## config.mk

```make
export PLATFORM = sky130hd
export DESIGN_NAME = alu8_flag_gen
export DESIGN_NICKNAME = d
export VERILOG_FILES = /design/src/rtl/alu8_pkg.sv /design/src/rtl/alu8_nib_add.sv /design/src/rtl/alu8_logic_unit.sv /design/src/rtl/alu8_stat_pack.sv /design/src/rtl/alu8_flag_gen.sv
export SDC_FILE = /design/constraint.sdc
export NUM_CORES = 1
export LEC_CHECK = 0
export ABC_CLOCK_PERIOD_IN_PS = 13560
export BUFFER_PORTS_ARGS = -buffer_cell sky130_fd_sc_hd__buf_2
export CORE_ASPECT_RATIO = 0.8
export CORE_UTILIZATION = 30
export DETAILED_ROUTE_END_ITERATION = 8
export GPL_ROUTABILITY_DRIVEN = 0
export PLACE_DENSITY = 0.48
export SLEW_MARGIN = 10
export SYNTH_ARGS = -nofsm -noshare
export SYNTH_HDL_FRONTEND = slang
export SYNTH_SLANG_ARGS = --single-unit
export TNS_END_PERCENT = 30
```

## constraint.sdc

```tcl
create_clock -name vclk -period 13.56
set_input_delay 2.034 -clock vclk [all_inputs]
set_output_delay 2.034 -clock vclk [all_outputs]
set_load 0.005 [all_outputs]
```

## src/rtl/alu8_pkg.sv

```systemverilog
package alu8_pkg;

   localparam int unsigned BYTE_W = 8;
   localparam int unsigned NIB_W  = 4;

   // status byte bit positions
   localparam int unsigned ST_SIGN = 7;
   localparam int unsigned ST_ZERO = 6;
   localparam int unsigned ST_HALF = 4;
   localparam int unsigned ST_PV   = 2;
   localparam int unsigned ST_SUB  = 1;
   localparam int unsigned ST_CY   = 0;

   typedef enum logic [2:0] {
      OP_ADD  = 3'd0,
      OP_ADC  = 3'd1,
      OP_SUB  = 3'd2,
      OP_SBC  = 3'd3,
      OP_AND  = 3'd4,
      OP_OR   = 3'd5,
      OP_XOR  = 3'd6,
      OP_XOR2 = 3'd7
   } alu_op_e;

   typedef struct packed {
      logic sign;
      logic zero;
      logic half;
      logic pv;
      logic sub;
      logic cy;
   } alu_stat_t;

endpackage

```

## src/rtl/alu8_nib_add.sv

```systemverilog
module alu8_nib_add #(
   parameter int unsigned W = 4
) (
   input  logic [W-1:0] x_i,
   input  logic [W-1:0] y_i,
   input  logic         c_i,
   output logic [W-1:0] s_o,
   output logic         c_o
);
   if (W < 1) begin : g_bad_w
      $error("alu8_nib_add: W must be at least 1");
   end

   logic [W:0] chain;
   assign chain[0] = c_i;

   for (genvar i = 0; i < W; i++) begin : g_bit
      assign s_o[i]     = x_i[i] ^ y_i[i] ^ chain[i];
      assign chain[i+1] = (x_i[i] & y_i[i]) | (chain[i] & (x_i[i] ^ y_i[i]));
   end

   assign c_o = chain[W];
endmodule

```

## src/rtl/alu8_logic_unit.sv

```systemverilog
module alu8_logic_unit #(
   parameter int unsigned W = 8
) (
   input  logic [1:0]   sel_i,
   input  logic [W-1:0] x_i,
   input  logic [W-1:0] y_i,
   output logic [W-1:0] z_o
);
   always_comb begin
      unique case (sel_i)
         2'b00:   z_o = x_i & y_i;
         2'b01:   z_o = x_i | y_i;
         default: z_o = x_i ^ y_i;
      endcase
   end
endmodule

```

## src/rtl/alu8_stat_pack.sv

```systemverilog
module alu8_stat_pack
   import alu8_pkg::*;
#(
   parameter int unsigned W = 8
) (
   input  alu_stat_t    st_i,
   output logic [W-1:0] byte_o
);
   if (W != BYTE_W) begin : g_bad_w
      $error("alu8_stat_pack: status byte must be 8 bits wide");
   end

   always_comb begin
      byte_o          = '0;
      byte_o[ST_SIGN] = st_i.sign;
      byte_o[ST_ZERO] = st_i.zero;
      byte_o[ST_HALF] = st_i.half;
      byte_o[ST_PV]   = st_i.pv;
      byte_o[ST_SUB]  = st_i.sub;
      byte_o[ST_CY]   = st_i.cy;
   end
endmodule

```

## src/rtl/alu8_flag_gen.sv

```systemverilog
module alu8_flag_gen
   import alu8_pkg::*;
#(
   parameter int unsigned DATA_W      = 8,
   parameter int unsigned ADDER_STYLE = 0   // 0: ripple, 1: carry-select high nibble
) (
   input  logic [2:0]        op_i,
   input  logic [DATA_W-1:0] a_i,
   input  logic [DATA_W-1:0] b_i,
   input  logic              carry_i,
   output logic [DATA_W-1:0] result_o,
   output logic [DATA_W-1:0] flags_o
);
   localparam int unsigned HALF_W = DATA_W / 2;
   localparam int unsigned MSB    = DATA_W - 1;

   if (DATA_W != BYTE_W) begin : g_bad_w
      $error("alu8_flag_gen: DATA_W must be 8");
   end
   if (HALF_W != NIB_W) begin : g_bad_nib
      $error("alu8_flag_gen: nibble width mismatch");
   end
   if (ADDER_STYLE > 1) begin : g_bad_style
      $error("alu8_flag_gen: ADDER_STYLE must be 0 or 1");
   end

   // operation class decode
   logic is_logic, is_sub, use_cin;
   assign is_logic = op_i[2];
   assign is_sub   = op_i[1] & ~op_i[2];
   assign use_cin  = op_i[0] & ~op_i[2];

   // subtraction as a + ~b + ~borrow
   logic [DATA_W-1:0] b_eff;
   logic              cin_eff;
   assign b_eff   = is_sub ? ~b_i : b_i;
   assign cin_eff = (use_cin & carry_i) ^ is_sub;

   logic [HALF_W-1:0] sum_lo, sum_hi;
   logic              c_nib, c_top;

   alu8_nib_add #(.W(HALF_W)) u_lo (
      .x_i(a_i[HALF_W-1:0]), .y_i(b_eff[HALF_W-1:0]), .c_i(cin_eff),
      .s_o(sum_lo), .c_o(c_nib)
   );

   if (ADDER_STYLE == 0) begin : g_ripple
      alu8_nib_add #(.W(HALF_W)) u_hi (
         .x_i(a_i[DATA_W-1:HALF_W]), .y_i(b_eff[DATA_W-1:HALF_W]), .c_i(c_nib),
         .s_o(sum_hi), .c_o(c_top)
      );
   end else begin : g_csel
      logic [HALF_W-1:0] s0, s1;
      logic              co0, co1;
      alu8_nib_add #(.W(HALF_W)) u_hi0 (
         .x_i(a_i[DATA_W-1:HALF_W]), .y_i(b_eff[DATA_W-1:HALF_W]), .c_i(1'b0),
         .s_o(s0), .c_o(co0)
      );
      alu8_nib_add #(.W(HALF_W)) u_hi1 (
         .x_i(a_i[DATA_W-1:HALF_W]), .y_i(b_eff[DATA_W-1:HALF_W]), .c_i(1'b1),
         .s_o(s1), .c_o(co1)
      );
      assign sum_hi = c_nib ? s1 : s0;
      assign c_top  = c_nib ? co1 : co0;
   end

   logic [DATA_W-1:0] arith_res, logic_res, res;
   assign arith_res = {sum_hi, sum_lo};

   alu8_logic_unit #(.W(DATA_W)) u_logic (
      .sel_i(op_i[1:0]), .x_i(a_i), .y_i(b_i), .z_o(logic_res)
   );

   assign res = is_logic ? logic_res : arith_res;

   logic ovf;
   assign ovf = (a_i[MSB] == b_eff[MSB]) && (arith_res[MSB] != a_i[MSB]);

   alu_stat_t st;
   always_comb begin
      st.sign = res[MSB];
      st.zero = (res == '0);
      st.sub  = is_sub;
      if (is_logic) begin
         st.half = (op_i[1:0] == 2'b00);
         st.cy   = 1'b0;
         st.pv   = ~^res;
      end else begin
         st.half = c_nib ^ is_sub;
         st.cy   = c_top ^ is_sub;
         st.pv   = ovf;
      end
   end

   alu8_stat_pack #(.W(DATA_W)) u_pack (.st_i(st), .byte_o(flags_o));

   assign result_o = res;

   // port-level checks
   always_comb begin
      a_r1_spare_bits: assert (flags_o[5] == 1'b0 && flags_o[3] == 1'b0)
         else $error("R1 spare status bits not zero");
      a_r2_sign: assert (flags_o[ST_SIGN] == result_o[MSB])
         else $error("R2 sign bit disagrees with result");
      a_r3_zero: assert (flags_o[ST_ZERO] == (result_o == '0))
         else $error("R3 zero bit disagrees with result");
      if (op_i == OP_ADD) begin
         a_r5_add_carry: assert (flags_o[ST_CY] == (result_o < a_i))
            else $error("R5 add carry wrong");
      end
      if (op_i == OP_SUB) begin
         a_r5_sub_borrow: assert (flags_o[ST_CY] == (a_i < b_i))
            else $error("R5 subtract borrow wrong");
         a_r3_sub_equal: assert (flags_o[ST_ZERO] == (a_i == b_i))
            else $error("R3 subtract zero wrong");
      end
      if (op_i[2]) begin
         a_r9_logic_no_carry: assert (flags_o[ST_CY] == 1'b0 && flags_o[ST_SUB] == 1'b0)
            else $error("R9 logical op left carry or subtract set");
      end
   end
endmodule

```

; ---- Word-level counts from Yosys, hierarchy flattened
; Cells that the tools add are included.
[totals]
output_inout_bits = 16
mem_bits_rw = 0
latch_bits = 0
in_bits = 20
elab_cells = 63
mem_bits_ro = 0
register_bits = 0
memories = 0
[classes]
div = 0
n_bitwise = 51
shift = 0
n_eq_ne = 3
add_sub_neg = 0
n_mul = 0
mux = 5
n_lt_le_gt_ge = 0
n_reduce_logical = 4
[ops]
columns = cell, n
row1 = bitwise AND 1 bit, 19
row2 = XOR 1 bit, 19
row3 = two-way mux 8 bit, 2
row4 = one-hot mux 8 bit (2 select lines), 1
row5 = bitwise AND 8 bit, 1
row6 = logical NOT 8 bit, 1
row7 = inverter 8 bit, 1
row8 = bitwise OR 1 bit, 8
row9 = bitwise OR 8 bit, 1
row10 = XNOR reduction 8 bit, 1
row11 = XOR 8 bit, 1
row12 = equality test 2 x 1 -> 1 bit (second input constant), 1
row13 = logical NOT 2 bit, 1
row14 = two-way mux 2 bit, 1
row15 = equality test 1 bit, 1
row16 = logical AND 1 bit, 1
row17 = two-way mux 1 bit, 1
row18 = != test 1 bit, 1
row19 = inverter 1 bit, 1

; ---- Longest topological paths before layout
; Gate-level depths: netlist of the first run.
[logic_depth]
depth_word = 22
depth_mapped = 22
mapped_depth_nobuf = 20

; ---- Modules after synthesis
; From an unflattened synthesis of the first run, not the netlist that was laid out.
[unflattened]
cells_unflattened = 157
hier_area_um2 = 1237.4
[modules_own_cells]
columns = mod, seq_area_each_um2, area_per_inst_um2, cells_per_inst, instances
row1 = alu8_logic_unit, 0.0, 504.2, 67, 1
row2 = alu8_flag_gen, 0.0, 434.2, 53, 1
row3 = alu8_nib_add, 0.0, 117.6, 14, 2
row4 = alu8_stat_pack, 0.0, 63.8, 9, 1

; ---- Worst setup path after synthesis of the first run
; OpenSTA, ideal clock, no wires.
[synth_path]
path_type = input to output
from = in op_i[2]
to = out flags_o[2]
arrival_time_ns = 6.176
path_buffers = 1
path_slack_ns = 5.350
path_stages = 20
t_required_ns = 11.526
path_cell_list = buf_4 > nor2_8 > xnor2_1 > fa_1 > fa_1 > inv_1 > fa_1 > inv_1 > fa_1 > fa_1 > inv_1 > fa_1 > fa_1 > fa_1 > nor2b_1 > a31o_2 > ha_1 > xnor2_1 > xnor2_1 > a21o_1
[synth_via]
elab_chain_cells = 22
elab_cells_between_ends = 49
cone_classes = 2 x eq/ne / 3 x mux / 42 x bitwise / 2 x reduce/logical
[synth_lines]
columns = element, line
row1 = "start, declared", alu8_flag_gen.sv:7  ; input logic [2:0] op_i,
row2 = inverter 1 bit (*), alu8_flag_gen.sv:30  ; assign is_sub = op_i[1] & ~op_i[2];
row3 = bitwise AND 1 bit (*), alu8_flag_gen.sv:30
row4 = via is_sub, alu8_flag_gen.sv:28  ; logic is_logic, is_sub, use_cin;
row5 = two-way mux 8 bit, alu8_flag_gen.sv:36  ; assign b_eff = is_sub ? ~b_i : b_i;
row6 = XOR 1 bit, "alu8_nib_add.sv:18, alu8_nib_add.sv:19"
row7 = bitwise AND 1 bit, alu8_nib_add.sv:19  ; assign chain[i+1] = (x_i[i] & y_i[i]) | (chain[i] & (x_i[i] ^ y_i[i]));
row8 = bitwise OR 1 bit, alu8_nib_add.sv:19
row9 = bitwise AND 1 bit, alu8_nib_add.sv:19
row10 = (+7 left out), n/a
row11 = bitwise AND 1 bit, alu8_nib_add.sv:19
row12 = bitwise OR 1 bit, alu8_nib_add.sv:19
row13 = bitwise AND 1 bit, alu8_nib_add.sv:19
row14 = bitwise OR 1 bit, alu8_nib_add.sv:19
row15 = XOR 1 bit, alu8_nib_add.sv:18  ; assign s_o[i] = x_i[i] ^ y_i[i] ^ chain[i];
row16 = two-way mux 8 bit / != test 1 bit (equally long branches), "alu8_flag_gen.sv:74, alu8_flag_gen.sv:77"
row17 = XNOR reduction 8 bit / logical AND 1 bit (equally long branches), "alu8_flag_gen.sv:87, alu8_flag_gen.sv:77"
row18 = two-way mux 2 bit (*), alu8_flag_gen.sv:84  ; if (is_logic) begin
row19 = "end, declared", alu8_flag_gen.sv:12  ; output logic [DATA_W-1:0] flags_o
; Mark *: on every way through the listed nets, which the timed path passes. The rest lies on a longest branch.

; ---- Worst setup path after layout of the first run
[layout_path]
from = in op_i[1]
to = out flags_o[2]
[layout_via]
elab_chain_cells = 21
elab_cells_between_ends = 49
cone_classes = 3 x eq/ne / 4 x mux / 39 x bitwise / 3 x reduce/logical
[layout_lines]
columns = element, line
row1 = bitwise AND 1 bit, alu8_flag_gen.sv:30
row2 = two-way mux 8 bit, alu8_flag_gen.sv:36
row3 = XOR 1 bit, "alu8_nib_add.sv:18, alu8_nib_add.sv:19"
row4 = bitwise AND 1 bit, alu8_nib_add.sv:19
row5 = bitwise OR 1 bit, alu8_nib_add.sv:19
row6 = bitwise AND 1 bit, alu8_nib_add.sv:19
row7 = bitwise OR 1 bit, alu8_nib_add.sv:19
row8 = bitwise AND 1 bit, alu8_nib_add.sv:19
row9 = (+5 left out), n/a
row10 = bitwise AND 1 bit, alu8_nib_add.sv:19
row11 = bitwise OR 1 bit, alu8_nib_add.sv:19
row12 = bitwise AND 1 bit, alu8_nib_add.sv:19
row13 = bitwise OR 1 bit, alu8_nib_add.sv:19
row14 = XOR 1 bit, alu8_nib_add.sv:18
row15 = two-way mux 8 bit / != test 1 bit (equally long branches), "alu8_flag_gen.sv:74, alu8_flag_gen.sv:77"
row16 = XNOR reduction 8 bit / logical AND 1 bit (equally long branches), "alu8_flag_gen.sv:87, alu8_flag_gen.sv:77"
row17 = two-way mux 2 bit (*), alu8_flag_gen.sv:84
; Mark *: on every way between the ends. The rest lies on a longest branch, timed or not.

==> results of run 1 <==
==> power by group <==
group / leakage (nW) / switching [mW] / internal, mW
clock: 0 / 0 / 0
combinational: 0.642 / 0.0344 / 0.0343
sequential: 0 / 0 / 0
==> cells in the final DEF (no fill, tap or decap) <==
master,count
buf_2,34
inv_1,22
ha_1,21
nand2_1,15
xnor2_1,14
fa_1,8
nor2_1,4
o21ai_0,4
o22ai_1,4
o211ai_1,4
nor2b_1,4
a31oi_1,4
or2_0,3
a21oi_2,3
o22a_2,3
a31o_2,3
xor2_1,2
conb_1,2
inv_2,1
nor2_8,1
a31o_1,1
a211oi_2,1
nor3_1,1
a21o_1,1
o22a_1,1
and4_1,1
==> synth_stat cells <==
cell type  count
a211oi_2       1
a21o_1         1
a21oi_2        3
a31o_1         1
a31o_2         3
a31oi_1        4
and4_1         1
buf_2          1
buf_4          7
buf_6          2
conb_1         1
fa_1           8
ha_1          21
inv_1         22
inv_2          1
nand2_1       15
nor2_1         4
nor2_8         1
nor2b_1        4
nor3_1         1
o211ai_1       4
o21ai_0        4
o22a_1         1
o22a_2         3
o22ai_1        4
or2_0          3
xnor2_1       14
xor2_1         2
==> layout make-up <==
class	instances	area, um2	area share [%]
Tap cell	42	52.55	4.208
Inverter	23	86.33	6.914
Multi-Input combinational cell	105	939.7	75.25
Timing Repair Buffer	34	170.2	13.63
==> layer usage <==
metal  part of all wire [%]  routed length, um  vias to the layer above  track usage (%)
li1                       -                  -                      496                -
met1                     51               1190                      446            17.79
met2                     44               1020                       37            22.80
met3                    4.9                114                        0           0.5435
met4                      0                  0                        0                0
met5                      0                  0                        -                0
==> cells by family (layout without fill, tap and decap cells) <==
kind of cell | count (synthesis) | count (layout) | synth area share (%)
simple gates | 29 | 29 | 13.51
xor+xnor | 16 | 16 | 12.71
compound gates | 29 | 29 | 19.98
other cells | 1 | 2 | 0.3402
buf+inv | 33 | 57 | 15.10
fa+ha+maj | 29 | 29 | 38.36
==> final timing paths <==
kind	endpoint	cells after the start
max	flags_o[2]	22
min	result_o[5]	4
==> through the flow <==
stage / utilization [%] / power, mW
2_1_floorplan: - / 0.05101
3_3_place_gp: 35.98 / 0.06888
3_5_place_dp: 35.98 / 0.06927
4_1_cts: 35.98 / 0.06994
5_1_grt: 35.98 / 0.07977
6_report: 35.98 / 0.06871
==> tightest hold or removal path, stage by stage <==
cell     delay [ps]
buf_2           210
nand2_1         120
a31oi_1          80
buf_2           120
==> summary.md, run 1 <==
| Metric | Value |
|---|---|
| Row cnt | 19 |
| Drt via density | ~4.8 |
| Hold_sp | op_i[1] |
| Tmin final | 8952 ps |
| CP Buf/Inv Count | 6 |
| Worst Tran Pin Value | 590.5 ps |
| Largest cells by area after synthesis | ha_1 24%, fa_1 15%, xnor2_1 11% |
| Max_cap viols | 0 |
| Sequential area share after synthesis | 0% |
| Die span in x | approximately 70 um |
| FF+latch count | 0 |
| Diodes inserted | 0 |
| Initial antenna violation count | 0 |
| Slowest CP cell | fa_1 |
| Drt drc | 0 |
| Post-route ant nets | 0 |
| Pwr/cell area | approximately 55 nW/um2 |
| Pre-CTS setup slack | 4595 ps |
| Post-synth top area share | between 20% and 30% |
| Max IR drop VDD | between 20 and 25 uV |
| Fin Hold WS | about 4600 ps |
| Worst slew margin | 60.64% |
| Fin. Hold Viols | 0 |
| Global route overflow | 0 |
| Cell Count Post-Placement | 204 |
| Setup bufs post-CTS | 0 |
| Post-cts resize count | 0 |
| Cell area after layout | 1249 um2 |
| Synthesized netlist cell count | ~140 |
| Synth cell types | 28 |
| CP cell instances | buf_2, inv_2, nor2_8, xnor2_1, fa_1, fa_1, inv_1, fa_1, inv_1, fa_1, fa_1, inv_1, fa_1, fa_1, fa_1, nor2b_1, a31o_2, ha_1, xnor2_1, xnor2_1, a21o_1, buf_2 |
| TritonRoute pass-1 iters | 4 |
| Vias in the first global route | 960 |
| Endpoint class of the critical path | primary output |
| Most frequent CP cell | fa_1 |
| I/O pins | 36 |
| PortBufs | 34 |
| Share of cells above drive strength 1 | between 20 and 30% |
| Max Fclk | around 0.11 GHz |
| Kind of critical path | in2out |
| Vias | ~980 |
| RSZ-0062 raised after global routing | false |
| Initial core utilization | a little under a third |
| Avg Synthesized Cell Area | ~8 um2 |
| Crit path required time | 11530 ps |
| Tot GR Track Use | ~13% |
| Register area | 0 um2 |
| Initial drt markers | 23 |
| Crit path from | op_i[1] |
| Final HPWL from detailed placement | around 1.9 mm |
| Worst Path Arrival | between 6000 and 7000 ps |
| Hold_buf cts | 0 |
| Leak pwr | approximately 0.64 nW |
| Layout net count | between 200 and 250 |
| Worst Path Max Fanout | 13 |
| Core Area | approximately 3500 um2 |
| Largest stage delay on the critical path | about 450 ps |
| Period utilization | about 66% |
| DP Area | between 1000 and 1500 um2 |
| Die Span Y | about 56 um |
| Drt total wl | about 2.3 mm |
| Fin cells | just over 200 |
| Area delta synth->final | 13.28% |
| WL/cell | ~11 um |
| Largest net degree at the start of global routing | 32 |
| Clkbuf count | 0 |
| Critical Path Start Type | primary input |
| Setup TNS | 0 ps |
| YS warnings | 0 |
| Slew Viols, Final | 0 |
| Hold Crit Class | in2out |
| Synth area leader | ha_1 |
| Die Area | between 3000 and 4000 um2 |
| Final setup violation count | 0 |
| Delay-heaviest family, CP | adder cells |
| Final setup margin | between 4000 and 5000 ps |
| First-pass GRT wire length | between 4 and 5 mm |
| Synth Cell Area | around 1100 um2 |
| Fillers | between 300 and 400 |
| Status | completed |
Note: power is estimated with default switching activity, not from simulation.
==> run 2, diff against run 1 <==
--- a/config.mk
+++ b/config.mk
@@ -5,13 +5,13 @@
 export SDC_FILE = /design/constraint.sdc
 export NUM_CORES = 1
 export LEC_CHECK = 0
-export ABC_CLOCK_PERIOD_IN_PS = 13560
+export ABC_CLOCK_PERIOD_IN_PS = 7400
 export BUFFER_PORTS_ARGS = -buffer_cell sky130_fd_sc_hd__buf_2
 export CORE_ASPECT_RATIO = 0.8
 export CORE_UTILIZATION = 30
 export DETAILED_ROUTE_END_ITERATION = 8
 export GPL_ROUTABILITY_DRIVEN = 0
-export PLACE_DENSITY = 0.48
+export PLACE_DENSITY = 0.5
 export SLEW_MARGIN = 10
 export SYNTH_ARGS = -nofsm -noshare
 export SYNTH_HDL_FRONTEND = slang
==> constraint.sdc (replaced) <==
create_clock -name vclk -period 7.4
set_input_delay 1.11 -clock vclk [all_inputs]
set_output_delay 1.11 -clock vclk [all_outputs]
set_load 0.005 [all_outputs]
==> summary.md, run 2 (synthesis results as in run 1) <==
| Metric | Value |
|---|---|
| Worst Path Arrival | ~5600 ps |
| Die span in x | 69.77 um |
| Internal power | ~65 uW |
| Drt total wl | 2.439 mm |
| Worst Path Max Fanout | 16 |
| Tmin final | ~6700 ps |
| Slew Viols, Final | 0 |
| Most frequent CP cell | fa_1 |
| CP cell instances | buf_2, nor2_8, xnor2_1, fa_1, fa_1, inv_1, fa_1, inv_1, fa_1, fa_1, inv_1, fa_1, fa_1, fa_1, nor2b_1, a31o_2, ha_1, xnor2_1, xnor2_1, a21o_1, buf_2 |
| Status | completed |
| Layout net count | between 200 and 250 |
| Setup bufs post-CTS | 0 |
| Max IR drop VDD | between 40 and 50 uV |
| RSZ-0062 raised after global routing | false |
| Crit path from | op_i[2] |
| Drt via density | ~4.8 |
| TritonRoute pass-1 iters | 4 |
| Delay-heaviest family, CP | adder cells |
| Tot GR Track Use | between 10% and 20% |
| Commonest non-fill, non-tap cells in the layout | 34 x buf_2, 22 x inv_1, 21 x ha_1, 15 x nand2_1, 14 x xnor2_1 |
| Vias | ~1000 |
| Hold_buf cts | 0 |
| Post-route ant nets | 0 |
| Die Area | 3922 um2 |
| Sequential share of power | 0% |
| Sw frac | around half |
| Period utilization | 91.09% |
| Kind of critical path | in2out |
| GRT Max-Usage Layer | met2 |
| Fin. Hold Viols | 0 |
| Routing usage on met1 | about a fifth |
| Register area | 0 um2 |
| Logic gate share of total power | 100.0% |
| Hold Crit Class | in2out |
| Initial core utilization | a little under a third |
| FF+latch count | 0 |
| Initial antenna violation count | 0 |
| Final setup violation count | 0 |
| Global route overflow | 0 |
| CP Buf/Inv Count | 5 |
| Hold_sp | op_i[2] |
| Initial drt markers | 53 |
| Met3 track demand over resource | 0.5435% |
| Core Area | approximately 3500 um2 |
| WL/cell | ~12 um |
| Pwr/cell area | approximately 100 nW/um2 |
| Leak pwr | between 0.6 and 0.7 nW |
| I/O pins | 36 |
| Critical Path Start Type | primary input |
| Clkbuf count | 0 |
| Area delta synth->final | 16.00% |
| Largest stage delay on the critical path | approximately 450 ps |
| Drt drc | 0 |
| Share of cells above drive strength 1 | 30.12% |
| Crit path required time | around 6300 ps |
| Max_cap viols | 0 |
| Row cnt | 19 |
| Switching power | 63.88 uW |
| Vias in the first global route | just under 1000 |
| Die Span Y | about 56 um |
| Setup TNS | 0 ps |
| Final HPWL from detailed placement | 2.013 mm |
| PortBufs | 34 |
| Endpoint class of the critical path | primary output |
| Fillers | ~380 |
| First-pass GRT wire length | 4.195 mm |
| Commonest non-fill, non-tap cell in the layout | buf_2 |
| Post-cts resize count | 0 |
| Diodes inserted | 0 |
| Grt met2 use | 22.66% |
| Slowest CP cell | fa_1 |
| Max Fclk | around 0.15 GHz |
| Power share of the clock group | 0% |
| Final core occ | a little under two fifths |
| Largest net degree at the start of global routing | 18 |
## run 2: cell count changes in the layout (fill, tap and decap cells not counted)
cell / previous run / this run
buf_4: 0 / 4
## run 2: layout make-up
| cell class | count | area, um2 | area share (%) |
|---|---|---|---|
| Multi-Input combinational cell | 105 | 939.7 | 73.48 |
| Timing Repair Buffer | 38 | 200.2 | 15.66 |
| Tap cell | 42 | 52.55 | 4.110 |
| Inverter | 23 | 86.33 | 6.751 |
## run 2: worst paths after layout
check                        end  depth (start not counted)
worst min-delay path  flags_o[0]                          3
worst max-delay path  flags_o[2]                         21
## run 2: per-stage QoR
stage | area (um2) | power, mW | hold slack [ps] | instances | worst slack, ps
5_1_grt | 1279 | 0.1447 | 2716 | 208 | 442.2
3_3_place_gp | 1279 | 0.1272 | 2676 | 208 | 683.8
4_1_cts | 1279 | 0.1297 | 2671 | 208 | 637.4
6_report | 1279 | 0.1284 | 2669 | 208 | 659.2
2_1_floorplan | 1106 | 0.09348 | 2401 | 138 | 1038
3_5_place_dp | 1279 | 0.1286 | 2671 | 208 | 667.5
## run 2: layer usage
metal  up-vias  wire [um]
met3         0         90
li1        501          -
met4         0          0
met1       483       1241
met5         -          0
met2        24       1107
## run 2: tightest hold or removal path, cell delays in order
cell	delay, ps
buf_2	210
nor2_1	130
buf_2	110
## run 2: power groups by stage
stage | Combinational, mW | Sequential [mW] | Clock, mW
finish | 0.128 | 0 | 0
global route | 0.145 | 0 | 0
CTS | 0.130 | 0 | 0
detailed placement | 0.129 | 0 | 0
global placement | 0.127 | 0 | 0
floorplan | 0.0935 | 0 | 0
